$ cat config.mk
export PLATFORM = sky130hd
export DESIGN_NAME = cascade_irq_ctrl
export DESIGN_NICKNAME = d
export VERILOG_FILES = /design/src/rtl/irqc_pkg.sv /design/src/rtl/irqc_cfg.sv /design/src/rtl/irqc_core.sv /design/src/rtl/irqc_ack.sv /design/src/rtl/cascade_irq_ctrl.sv
export SDC_FILE = /design/constraint.sdc
export NUM_CORES = 1
export LEC_CHECK = 0
export BUFFER_PORTS_ARGS = -buffer_cell sky130_fd_sc_hd__buf_2
export CAP_MARGIN = 30
export CORE_ASPECT_RATIO = 0.75
export CORE_MARGIN = 10
export CORE_UTILIZATION = 50
export DETAILED_ROUTE_END_ITERATION = 8
export GPL_TIMING_DRIVEN = 0
export PLACE_DENSITY = 0.8
export SYNTH_ARGS = -nofsm -noshare
export SYNTH_HDL_FRONTEND = slang
export SYNTH_SLANG_ARGS = --single-unit
$ cat constraint.sdc
create_clock -name clk -period 6.9 [get_ports clk]
set_input_delay 0.345 -clock clk [delete_from_list [all_inputs] [get_ports clk]]
set_output_delay 0.345 -clock clk [all_outputs]
set_load 0.1 [all_outputs]
$ cat src/rtl/irqc_pkg.sv
package irqc_pkg;
  typedef enum logic [1:0] {
    ACK_IDLE,
    ACK_FIRST,
    ACK_GAP,
    ACK_SECOND
  } ack_state_e;

  typedef enum logic [1:0] {
    CFG_RUN,
    CFG_W2,
    CFG_W3
  } cfg_state_e;
endpackage

$ cat src/rtl/irqc_cfg.sv
module irqc_cfg
  import irqc_pkg::*;
#(
  parameter int ADDR_W = 8,
  parameter int DATA_W = 8,
  parameter int BASE_W = 5,
  parameter int ARM_BIT = 4,
  parameter logic [ADDR_W-1:0] CMD_ADDR = 8'h20
) (
  input  logic              clk,
  input  logic              rst,
  input  logic              wr_en,
  input  logic [ADDR_W-1:0] wr_addr,
  input  logic [DATA_W-1:0] wr_data,
  output logic [BASE_W-1:0] base_q,
  output logic [DATA_W-1:0] casc_q
);
  localparam logic [ADDR_W-1:0] DATA_ADDR = CMD_ADDR + ADDR_W'(1);

  cfg_state_e state_q;

  always_ff @(posedge clk) begin
    if (rst) begin
      state_q <= CFG_RUN;
      base_q  <= '0;
      casc_q  <= '0;
    end else if (wr_en) begin
      if (wr_addr == CMD_ADDR && wr_data[ARM_BIT]) begin
        state_q <= CFG_W2;
      end else if (wr_addr == DATA_ADDR) begin
        case (state_q)
          CFG_W2: begin
            base_q  <= wr_data[DATA_W-1 -: BASE_W];
            state_q <= CFG_W3;
          end
          CFG_W3: begin
            casc_q  <= wr_data;
            state_q <= CFG_RUN;
          end
          default: ;
        endcase
      end
    end
  end
endmodule

$ cat src/rtl/irqc_core.sv
module irqc_core #(
  parameter int N = 8,
  parameter int LVL_W = $clog2(N)
) (
  input  logic             clk,
  input  logic             rst,
  input  logic [N-1:0]     edge_in,
  input  logic [N-1:0]     level_in,
  input  logic             take,
  input  logic             eoi,
  output logic             has_req,
  output logic [LVL_W-1:0] win,
  output logic [N-1:0]     isr_q
);
  logic [N-1:0] prev_q, pend_q;
  logic [N-1:0] rise, allow, cand, win_oh, eoi_oh;
  logic         blocked, hit, ehit;

  always_comb begin
    rise    = edge_in & ~prev_q;
    allow   = '0;
    blocked = 1'b0;
    for (int i = 0; i < N; i++) begin
      if (isr_q[i]) blocked = 1'b1;
      allow[i] = !blocked;
    end
    cand    = (pend_q | level_in) & allow;
    has_req = |cand;
    win     = '0;
    win_oh  = '0;
    hit     = 1'b0;
    eoi_oh  = '0;
    ehit    = 1'b0;
    for (int i = 0; i < N; i++) begin
      if (cand[i] && !hit) begin
        win       = LVL_W'(i);
        win_oh[i] = 1'b1;
        hit       = 1'b1;
      end
      if (isr_q[i] && !ehit) begin
        eoi_oh[i] = 1'b1;
        ehit      = 1'b1;
      end
    end
  end

  always_ff @(posedge clk) begin
    if (rst) begin
      prev_q <= '0;
      pend_q <= '0;
      isr_q  <= '0;
    end else begin
      prev_q <= edge_in;
      pend_q <= (pend_q & ~(take ? win_oh : '0)) | rise;
      isr_q  <= (isr_q & ~(eoi ? eoi_oh : '0)) | (take ? win_oh : '0);
    end
  end
endmodule

$ cat src/rtl/irqc_ack.sv
module irqc_ack
  import irqc_pkg::*;
(
  input  logic clk,
  input  logic rst,
  input  logic ack,
  output logic first_take,
  output logic drive_vec
);
  ack_state_e state_q;

  assign first_take = (state_q == ACK_IDLE) && ack;
  assign drive_vec  = ack && (state_q == ACK_GAP || state_q == ACK_SECOND);

  always_ff @(posedge clk) begin
    if (rst) begin
      state_q <= ACK_IDLE;
    end else begin
      case (state_q)
        ACK_IDLE:   if (ack)  state_q <= ACK_FIRST;
        ACK_FIRST:  if (!ack) state_q <= ACK_GAP;
        ACK_GAP:    if (ack)  state_q <= ACK_SECOND;
        ACK_SECOND: if (!ack) state_q <= ACK_IDLE;
        default:    state_q <= ACK_IDLE;
      endcase
    end
  end
endmodule

$ cat src/rtl/cascade_irq_ctrl.sv
module cascade_irq_ctrl
  import irqc_pkg::*;
#(
  parameter int NUM_IN = 8,
  parameter int DATA_W = 8,
  parameter int ADDR_W = 8,
  parameter int CASCADE_IN = 2,
  parameter int ARM_BIT = 4,
  parameter logic [ADDR_W-1:0] MASTER_CMD_ADDR = 8'h20,
  parameter logic [ADDR_W-1:0] SLAVE_CMD_ADDR = 8'hA0
) (
  input  logic                  clk,
  input  logic                  rst,
  input  logic                  wr_en,
  input  logic [ADDR_W-1:0]     wr_addr,
  input  logic [DATA_W-1:0]     wr_data,
  input  logic [2*NUM_IN-1:0]   irq_in,
  input  logic                  ack,
  input  logic                  eoi_master,
  input  logic                  eoi_slave,
  output logic                  intr,
  output logic [DATA_W-1:0]     vec_out
);
  localparam int LVL_W = $clog2(NUM_IN);
  localparam int BASE_W = DATA_W - LVL_W;
  localparam int M = 0;
  localparam int S = 1;
  localparam logic [NUM_IN-1:0] CASC_BIT = NUM_IN'(1) << CASCADE_IN;
  localparam logic [DATA_W-1:0] MASTER_W3 = DATA_W'(1) << CASCADE_IN;
  localparam logic [DATA_W-1:0] SLAVE_W3 = DATA_W'(CASCADE_IN);

  logic [BASE_W-1:0] cfg_base [2];
  logic [DATA_W-1:0] cfg_w3   [2];
  logic [NUM_IN-1:0] core_edge [2];
  logic [NUM_IN-1:0] core_level[2];
  logic [NUM_IN-1:0] core_isr  [2];
  logic [LVL_W-1:0]  core_win  [2];
  logic              core_has  [2];
  logic              core_take [2];
  logic              core_eoi  [2];

  logic              first_take, drive_vec, casc_en, casc_win;
  logic [DATA_W-1:0] vec_next, vec_q;
  logic              intr_q;

  genvar g;
  generate
    for (g = 0; g < 2; g++) begin : g_ctl
      irqc_cfg #(
        .ADDR_W  (ADDR_W),
        .DATA_W  (DATA_W),
        .BASE_W  (BASE_W),
        .ARM_BIT (ARM_BIT),
        .CMD_ADDR((g == M) ? MASTER_CMD_ADDR : SLAVE_CMD_ADDR)
      ) i_cfg (
        .clk    (clk),
        .rst    (rst),
        .wr_en  (wr_en),
        .wr_addr(wr_addr),
        .wr_data(wr_data),
        .base_q (cfg_base[g]),
        .casc_q (cfg_w3[g])
      );

      irqc_core #(
        .N    (NUM_IN),
        .LVL_W(LVL_W)
      ) i_core (
        .clk     (clk),
        .rst     (rst),
        .edge_in (core_edge[g]),
        .level_in(core_level[g]),
        .take    (core_take[g]),
        .eoi     (core_eoi[g]),
        .has_req (core_has[g]),
        .win     (core_win[g]),
        .isr_q   (core_isr[g])
      );
    end
  endgenerate

  irqc_ack i_ack (
    .clk       (clk),
    .rst       (rst),
    .ack       (ack),
    .first_take(first_take),
    .drive_vec (drive_vec)
  );

  assign casc_en       = (cfg_w3[M] == MASTER_W3) && (cfg_w3[S] == SLAVE_W3);
  assign core_edge[S]  = irq_in[2*NUM_IN-1:NUM_IN];
  assign core_level[S] = '0;
  assign core_edge[M]  = irq_in[NUM_IN-1:0] & ~CASC_BIT;
  assign core_level[M] = (casc_en && core_has[S]) ? CASC_BIT : '0;

  assign casc_win      = core_win[M] == LVL_W'(CASCADE_IN);
  assign core_take[M]  = first_take && core_has[M];
  assign core_take[S]  = core_take[M] && casc_win;
  assign core_eoi[M]   = eoi_master;
  assign core_eoi[S]   = eoi_slave;

  always_comb begin
    if (!core_has[M])  vec_next = {cfg_base[M], {LVL_W{1'b1}}};
    else if (casc_win) vec_next = {cfg_base[S], core_win[S]};
    else               vec_next = {cfg_base[M], core_win[M]};
  end

  always_ff @(posedge clk) begin
    if (rst) begin
      vec_q  <= '0;
      intr_q <= 1'b0;
    end else begin
      intr_q <= core_has[M];
      if (first_take) vec_q <= vec_next;
    end
  end

  assign intr    = intr_q;
  assign vec_out = drive_vec ? vec_q : '0;
endmodule

[Word-level counts from Yosys, hierarchy flattened]
Index checks and enable logic that the tools add are counted.
Storage, ports and cells
  flip-flop bits (word level): 89
  bits of input ports: 38
  output and inout port bits: 9
  word-level logic and storage cells: 251
Operators by class
  muxes and demuxes: 103
  bitwise logic cells: 21
  reduce and logical (&&, ||, !) cells: 93
  eq/ne operators: 18
Operators with widths (count)
  $mux 1: 72
  $and 8x8->8: 8
  $mux 8: 7
  $not 8->8: 6
  $logic_not 1->1: 42
  $logic_and 1x1->1: 36
  $or 8x8->8: 4
  $mux 3: 9
  $mux 2: 12
  $reduce_and 4->1: 5
  $eq 8x6->1 const B: 2
  $eq 8x8->1 const B: 2
  $reduce_or 8->1: 2
  $eq 2x2->1 const B: 4
  $eq 8x2->1 const B: 1
  $eq 8x3->1 const B: 1
  $ne 2x2->1 const B: 4
  $or 8x3->8: 1
  $pmux 2 s2: 2
  $pmux 2 s4: 1
  $eq 2x1->1 const B: 3
  $reduce_and 3->1: 2
  $reduce_bool 3->1: 2
  $reduce_bool 2->1: 2
  4 further kinds: 5

[Depth between registers and ports, before layout]
Gate-level depths: netlist of the first run.
  word-level depth: 43
  mapped depth: 7
  gate-level depth less buffers: 7

[Hierarchy]
Synthesis of the first run repeated with hierarchy kept, for this count alone.
Second synthesis, totals
  cells, all modules: 474
  area total of the unflattened synthesis: 4340.4 µm²
By module, submodules not included
  irqc_core: area an instance 1119.8 µm², instances 2, sequential area each 480.5 µm², cells each 129
  irqc_cfg at g_ctl[1].i_cfg: area an instance 726.9 µm², instances 1, sequential area each 300.3 µm², cells each 71
  irqc_cfg at g_ctl[0].i_cfg: area an instance 688.2 µm², instances 1, sequential area each 300.3 µm², cells each 68
  cascade_irq_ctrl: area an instance 498.0 µm², instances 1, sequential area each 180.2 µm², cells each 57
  irqc_ack: area an instance 187.7 µm², instances 1, sequential area each 40.0 µm², cells each 20

[Worst setup path after synthesis of the first run]
Ideal clock, no wire load.
  kind: reg-to-reg
  start: register g_ctl[1].i_core.isr_q[0]
  end: register g_ctl[1].i_core.pend_q[5]
  slack: 4721 ps
  data arrival time: 2061 ps
  buffers on the path: 1
  cell stages (with the launch flop): 7
  period minus slack after synthesis: 2179 ps
  setup time: 117 ps
  required time: 6783 ps
  path through: dfxtp_1 buf_6 or3_4 or4_4 nor4_4 nand3_2 a32o_1
Between the ends
  word-level cells in the longest chain between the ends: 38
  elaborated cells between the ends (all ways): 68
  classes of those cells: 1 x eq/ne; 27 x mux; 6 x bitwise; 34 x reduce/logical
Ends and longest elaborated chain
  start: declaration: line irqc_core.sv:13  | output logic [N-1:0] isr_q
  start signal: assignment: line irqc_core.sv:55  | isr_q <= (isr_q & ~(eoi ? eoi_oh : '0)) | (take ? win_oh : '0);
  $mux 1 (*): line irqc_core.sv:24  | if (isr_q[i]) blocked = 1'b1;
  $mux 1 (7 in series): line irqc_core.sv:24
  $logic_not 1->1: line irqc_core.sv:25  | allow[i] = !blocked;
  $and 8x8->8 (*): line irqc_core.sv:27  | cand = (pend_q | level_in) & allow;
  $reduce_or 8->1: line irqc_core.sv:28  | has_req = |cand;
  $logic_and 1x1->1: line cascade_irq_ctrl.sv:94  | assign core_level[M] = (casc_en && core_has[S]) ? CASC_BIT : '0;
  $mux 3: line cascade_irq_ctrl.sv:94
  $or 8x3->8: line irqc_core.sv:27
  [16 not listed]
  $logic_and 1x1->1: line irqc_core.sv:35  | if (cand[i] && !hit) begin
  $mux 3: line irqc_core.sv:35
  $eq 3x2->1: line cascade_irq_ctrl.sv:96  | assign casc_win = core_win[M] == LVL_W'(CASCADE_IN);
  $logic_and 1x1->1: line cascade_irq_ctrl.sv:98  | assign core_take[S] = core_take[M] && casc_win;
  $mux 8 (*): line irqc_core.sv:54  | pend_q <= (pend_q & ~(take ? win_oh : '0)) | rise;
  $not 8->8 (*): line irqc_core.sv:54
  $and 8x8->8 (*): line irqc_core.sv:54
  $or 8x8->8 (*): line irqc_core.sv:54
  end signal: assignment: line irqc_core.sv:54
  end: declaration: line irqc_core.sv:15  | logic [N-1:0] prev_q, pend_q;
Mark *: on every way between the ends. The rest lies on a longest branch, timed or not.
A chain may end at the register's enable or synchronous reset.

[Worst setup path after layout of the first run]
  start: register g_ctl[1].i_core.isr_q[3]
  end: register g_ctl[1].i_core.pend_q[5]
Between the ends
  word-level cells in the longest chain between the ends: 35
  elaborated cells between the ends (all ways): 54
  classes of those cells: 1 x eq/ne; 21 x mux; 6 x bitwise; 26 x reduce/logical
Ends and longest elaborated chain (line)
  $mux 1 (*): irqc_core.sv:24
  $mux 1 (4 in series): irqc_core.sv:24
  $logic_not 1->1: irqc_core.sv:25
  $and 8x8->8 (*): irqc_core.sv:27
  $reduce_or 8->1: irqc_core.sv:28
  $logic_and 1x1->1: cascade_irq_ctrl.sv:94
  $mux 3: cascade_irq_ctrl.sv:94
  $or 8x3->8: irqc_core.sv:27
  [16 not listed]
  $logic_and 1x1->1: irqc_core.sv:35
  $mux 3: irqc_core.sv:35
  $eq 3x2->1: cascade_irq_ctrl.sv:96
  $logic_and 1x1->1: cascade_irq_ctrl.sv:98
  $mux 8 (*): irqc_core.sv:54
  $not 8->8 (*): irqc_core.sv:54
  $and 8x8->8 (*): irqc_core.sv:54
  $or 8x8->8 (*): irqc_core.sv:54
Marked as above.

==> flow_metrics.py, run 1 <==
metrics = {
    "sta": {
        "skew_ps": 8.94,
        "hold_viol": 0,
        "setup_viol_count_final": 0,
        "tns_ps": 0,
        "hold-worst-slack_ps": 203,
        "drv_slew": 0,
        "worst_slack_ps": 4440,
        "period_minus_slack_ps": 2460,
        "fmax_mhz": 406,
        "slew_headroom_pct": 43.2,
        "finalCritPeriodShare_pct": 35.7,
        "rsz0062_at_grt": "no",
        "tightestPinTransition_ps": 845,
    },
    "global_routing": {
        "globalRouteTotalUtil_pct": 16.2,
        "grt_max_degree": 15,
        "grt_use_met2_pct": 25.1,
        "use_met1_pct": 21.6,
        "overflow": 0,
        "grt_pass1_vias": 3319,
        "grt_busiest_layer": "met2",
        "grt_use_met3_pct": 3.53,
        "grt_pass1_wl_um": 15800,
        "antenna_found_initial": 0,
    },
    "logic_synthesis": {
        "yosys.area.top_type_share_pct": 44.7,
        "synth-adder-area-share_pct": 2.86,
        "ys_ff_latch": 88,
        "syn_avg_cell_area_um2": 8.81,
        "synth.yosys.seq_area_share_pct": 44.7,
        "syn_inst": 447,
        "synth_area_leaders": "dfxtp_1 45%, mux2i_1 6.9%, a21oi_1 5.3%, nor2_1 4.2%, nor2b_1 4.1%",
        "synth.area.mux_share_pct": 6.86,
        "netlist_area_mm2": 0.00394,
        "synthTopCellsByCount": "88 x dfxtp_1, 44 x nor2_1, 42 x a21oi_1",
        "synth.most_common_cell": "dfxtp_1",
        "synth_top_family_by_area": "simple AND/OR/NAND/NOR gates",
        "synth-xor-area-share_pct": 0,
        "synth_top_cell_by_area": "dfxtp_1",
        "synth_edf_count": 0,
        "synth_flop_cell": "dfxtp_1",
        "async_flop_share_pct": 0,
        "yosysWarnings": 0,
        "synthDistinctLibCells": 59,
        "synth-compound-area-share_pct": 17.5,
        "syn-num-nets": 494,
        "synthSimpleGateAreaFrac_pct": 24.2,
    },
    "worst_setup_path": {
        "r2r_cells": 7,
        "worstSetupEndpointType": "register",
        "critical_path_class": "register to register",
        "cp.required_ps": 7170,
        "worstPathMaxFanout": 9,
        "cp-start-kind": "register",
        "cp.arrival_ps": 2730,
        "path_cells": "buf_2 > or4_1 > a211oi_2 > o41ai_4 > nor4_4 > nand3_2 > a32o_1",
        "cpPeakStageDelay_ps": 530,
        "worst-path-stages": 7,
        "critical_path.top_delay_family": "simple AND/OR/NAND/NOR gates",
        "cpMaxStageDelayCell": "or4_1",
        "path_buf_inv": 1,
    },
    "pwr": {
        "p_int_uw": 862,
        "power_frac_comb_pct": 18.5,
        "seqPwrFrac_pct": 46.9,
        "powerDensity_mw_per_mm2": 269,
        "leakage_uw": 0.00182,
        "vdd_drop_max_mv": 0.124,
        "switching_share_pct": 29.0,
        "clkPwrFrac_pct": 34.6,
        "p_switching_uw": 352,
    },
    "placement": {
        "dp_slack_ps": 4260,
        "place.gp.congestion": 0.873,
        "numPlacedInstances": 592,
        "io_buffers": 44,
        "dp_hpwl_um": 7150,
    },
    "clock_tree": {
        "path_clk_slew_ps": 90,
        "numClockSinks": 88,
        "cts-root-buf": "clkbuf_8",
        "cts-buffers-inserted": 9,
        "cts_resized": 0,
        "clockBufferDepth": 2,
        "cts_setup_buffers": 0,
        "cts_tree": "yes",
        "cts.htree.levels": 3,
        "insertion_delay_ps": 360,
        "hold_buffers": 0,
    },
    "layout": {
        "drive_above_1_share_pct": 14.4,
        "layout.cells.non_filler": 608,
        "nNetsFinal": 549,
        "syn_to_final_growth_pct": 14.8,
        "fin_util_pct": 60.3,
        "antennaDiodeCount": 0,
    },
    "detailed_routing": {
        "drc": 0,
        "drt-initial-drc-count": 306,
        "wl_per_cell_um": 15.8,
        "drtAntennaViolNets": 0,
        "vias_per_cell": 5.70,
        "num_vias": 3465,
        "drtPass1Iterations": 5,
        "wirelength_um": 9580,
    },
    "floorplanning": {
        "ioPinCount": 47,
        "fp-row-count": 27,
        "core_area_mm2": 0.00750,
        "start_util_pct": 52.5,
        "die_w_um": 122,
        "dieHeight_um": 96.9,
        "dieArea_mm2": 0.0119,
    },
    "worst_hold_path": {
        "hold_path_depth": 2,
        "hold_class": "input port to register",
    },
    "outcome": {
        "status": "finished clean",
    },
    "job": {
        "drv_cap": 0,
    },
}
==> cell usage in the layout (no fill, tap or decap), types with 3 or more instances in the layout <==
cell	netlist	final
nand2b_1	7	7
inv_1	21	21
or3_1	4	4
o21ai_0	24	24
ha_1	9	9
clkbuf_1	10	11
nor4b_1	4	4
or4_1	3	3
nand3_1	13	13
clkbuf_8	0	9
nor4_1	5	5
a21oi_1	42	42
buf_2	1	45
nor3_1	15	15
nand2_1	35	35
a32o_1	4	4
and2_1	13	13
buf_1	4	4
nor2b_1	26	26
dfxtp_1	88	88
mux2i_1	27	27
bufinv_16	0	3
nor2_1	44	44
o21a_1	4	4
==> cell families (layout without fill, tap and decap cells) <==
group / after synthesis / after routing
AND/OR/NAND/NOR: 181 / 181
AO/OA/AOI/OAI: 105 / 105
flip-flops: 88 / 88
buffers and inverters: 37 / 97
multiplexers: 27 / 27
adder cells (fa/ha/maj): 9 / 9
==> path summary, 6_finish.rpt <==
kind | start | to | slack [ps]
worst max register to register | g_ctl[1].i_core.isr_q[3] | g_ctl[1].i_core.pend_q[5] | 4440
worst min-delay path | irq_in[10] | g_ctl[1].i_core.prev_q[2] | 200
worst max-delay path | g_ctl[1].i_core.isr_q[3] | g_ctl[1].i_core.pend_q[5] | 4440
worst min register to register | vec_q[2] | vec_q[2] | 460
==> per-stage QoR <==
stage	power (uW)	cell area, um^2
after floorplan	740	3940
after global placement	790	4280
after detailed placement	802	4280
after CTS	1220	4520
after global routing	1270	4520
final	1210	4520
==> routing by layer <==
| metal | vias to the layer above | part of all wire (%) | wire length [um] |
|---|---|---|---|
| li1 | 1689 | - | - |
| met1 | 1644 | 46 | 4450 |
| met2 | 122 | 46 | 4360 |
| met3 | 10 | 7.0 | 668 |
| met4 | 0 | 1.1 | 106 |
| met5 | - | 0 | 0 |
==> layout make-up <==
cell class / instances / area, um^2
buffer: 16 / 68.8
fill: 656 / 2980
inverter: 21 / 78.8
multi-input combinational: 322 / 2030
tap: 101 / 126
sequential: 88 / 1760
clock buffer: 10 / 128
clock inverter: 6 / 108
timing repair buffer: 44 / 220
==> sequential cells by signal (all words and copies together) (netlist names) <==
name                 cells
g_ctl.i_cfg.casc_q      16
vec_q                    8
g_ctl.i_cfg.state_q      4
g_ctl.i_core.pend_q     16
intr                     1
i_ack.state_q            2
g_ctl.i_core.prev_q     15
g_ctl.i_cfg.base_q      10
g_ctl.i_core.isr_q      16
==> power by group through the flow <==
stage / sequential (uW) / combinational [uW] / clock [uW]
2_1_floorplan: 580 / 160 / 0
3_3_place_gp: 577 / 212 / 0
3_5_place_dp: 580 / 222 / 0
4_1_cts: 569 / 223 / 424
5_1_grt: 575 / 251 / 445
6_report: 570 / 224 / 420
Power figures use the tool's default switching activity.
==> inputs of run 2 (changes only) <==
==> constraint.sdc (replaced) <==
create_clock -name clk -period 2.6 [get_ports clk]
set_input_delay 0.13 -clock clk [delete_from_list [all_inputs] [get_ports clk]]
set_output_delay 0.13 -clock clk [all_outputs]
set_load 0.1 [all_outputs]
==> flow_metrics.py, run 2 (same netlist as run 1, synthesis figures left out) <==
metrics = {
    "clock_tree": {
        "path_clk_slew_ps": 90,
        "clockBufferDepth": 2,
        "cts_tree": "yes",
        "insertion_delay_ps": 360,
        "numClockSinks": 88,
        "cts-root-buf": "clkbuf_8",
        "cts_setup_buffers": 0,
        "cts-buffers-inserted": 9,
        "cts.htree.levels": 3,
    },
    "worst_setup_path": {
        "cpPeakStageDelay_ps": 530,
        "path_buf_inv": 1,
        "path_cells": "buf_2 > or4_1 > a211oi_2 > o41a_1 > nand3_1 > o211ai_1 > a21oi_1",
        "cp.required_ps": 2830,
        "r2r_cells": 7,
        "critical_path.top_delay_family": "compound AO/OA/AOI/OAI gates",
        "critical_path_class": "register to register",
        "cpMaxStageDelayCell": "or4_1",
        "timing.rr.start": "g_ctl[1].i_core.isr_q[3]",
        "worstSetupEndpointType": "register",
        "rrSetupSlack_ps": 150,
        "cp-start-kind": "register",
        "worstPathMaxFanout": 9,
        "r2r_end": "vec_q[1]",
        "cp.arrival_ps": 2680,
    },
    "detailed_routing": {
        "wirelength_um": 9510,
        "drc": 0,
        "drtAntennaViolNets": 0,
        "drtPass1Iterations": 7,
        "wl_per_cell_um": 15.5,
        "num_vias": 3458,
        "drt-initial-drc-count": 299,
        "vias_per_cell": 5.64,
    },
    "floorplanning": {
        "dieHeight_um": 96.9,
        "start_util_pct": 52.5,
        "dieArea_mm2": 0.0119,
        "die_w_um": 122,
        "fp-row-count": 27,
        "core_area_mm2": 0.00750,
        "ioPinCount": 47,
    },
    "layout": {
        "mostFrequentLayoutCells": "88 x dfxtp_1, 45 x buf_2, 44 x nor2_1, 42 x a21oi_1, 35 x nand2_1",
        "antennaDiodeCount": 0,
        "multi_input_area_mm2": 0.00203,
        "syn_to_final_growth_pct": 16.2,
        "fillCellCount": 647,
        "nNetsFinal": 554,
        "final_area_mm2": 0.00458,
        "drive_above_1_share_pct": 14.5,
        "reg_top3": "g_ctl.i_cfg.casc_q: 16 flops, g_ctl.i_core.isr_q: 16 flops, g_ctl.i_core.pend_q: 16 flops",
        "register_area_mm2": 0.00176,
        "layout_commonest_cell": "dfxtp_1",
    },
    "outcome": {
        "status": "finished clean",
    },
    "sta": {
        "rsz0062_at_grt": "no",
        "fmax_mhz": 408,
        "tns_ps": 0,
        "period_minus_slack_ps": 2450,
        "drv_slew": 0,
        "tightestPinTransition_ps": 846,
        "finalCritPeriodShare_pct": 94.3,
        "hold-worst-slack_ps": 8.08,
        "skew_ps": 11.4,
        "hold_viol": 0,
        "setup_viol_count_final": 0,
        "slew_headroom_pct": 43.2,
    },
    "placement": {
        "postPlaceCellArea_mm2": 0.00428,
        "dp_hpwl_um": 7150,
        "place.gp.congestion": 0.873,
        "io_buffers": 44,
    },
    "worst_hold_path": {
        "hold_path_depth": 2,
        "hold_class": "input port to register",
        "whs_endpoint": "g_ctl[1].i_core.prev_q[0]",
        "hp-start": "irq_in[8]",
    },
    "global_routing": {
        "antenna_found_initial": 0,
        "overflow": 0,
        "grt_pass1_wl_um": 15900,
        "grt_pass1_vias": 3340,
        "globalRouteTotalUtil_pct": 16.2,
        "grt_max_degree": 15,
    },
    "pwr": {
        "leakage_uw": 0.00184,
        "vdd_drop_max_mv": 0.330,
        "powerDensity_mw_per_mm2": 706,
    },
    "job": {
        "drv_cap": 0,
    },
}
[run 2: changes by cell type in the layout (fill, tap and decap cells not counted), sizes merged]
cell,before,now
dlygate4sd3,0,5
[run 2: final cells by class]
class / count / area share, %
well taps: 101 / 2.76
plain buffers: 16 / 1.50
multi-input cells: 322 / 44.5
clock buffers: 10 / 2.79
clock inverters: 6 / 2.35
inverters: 21 / 1.72
flip-flops and latches: 88 / 38.5
repair buffers: 49 / 5.91
[run 2: power by group]
group          switching [uW]  internal, uW
Combinational             389           214
Clock                     480           635
Sequential               67.8          1440
[run 2: worst max-delay path by stage]
stage                             start                        end  slack (ps)  cells past startpoint
3_5_place_dp                 wr_addr[2]   g_ctl[1].i_cfg.casc_q[6]         180                      7
6_report       g_ctl[1].i_core.isr_q[3]                   vec_q[1]         150                      7
2_1_floorplan  g_ctl[1].i_core.isr_q[0]  g_ctl[1].i_core.pend_q[5]         420                      6
3_3_place_gp   g_ctl[1].i_core.isr_q[3]                   vec_q[2]         200                      7
4_1_cts        g_ctl[1].i_core.isr_q[3]  g_ctl[1].i_core.pend_q[5]         170                      7
5_1_grt        g_ctl[1].i_core.isr_q[2]  g_ctl[0].i_core.pend_q[7]          40                      6
[run 2: repair_timing]
action	in CTS	in global routing
hold buffers	5	0
endpoints found under the setup margin	0	1
hold endpoints to repair	5	0
gates resized for setup	0	2
[run 2: stage by stage]
| step | total power, uW | instances | setup WS (ps) | util (%) |
|---|---|---|---|---|
| 2_1_floorplan | 1960 | 447 | 421 | - |
| 3_3_place_gp | 2100 | 592 | 199 | 57.1 |
| 3_5_place_dp | 2130 | 592 | 176 | 57.1 |
| 4_1_cts | 3230 | 613 | 172 | 60.9 |
| 5_1_grt | 3380 | 613 | 39.1 | 61.0 |
| 6_report | 3230 | 613 | 147 | 61.0 |
[run 2: layer usage]
layer	part of all wire [%]	vias up	GRT usage, %
li1	-	1705	-
met4	1.4	0	5.03
met2	45	113	25.2
met3	6.6	14	3.48
met5	0	-	0
met1	47	1626	21.7
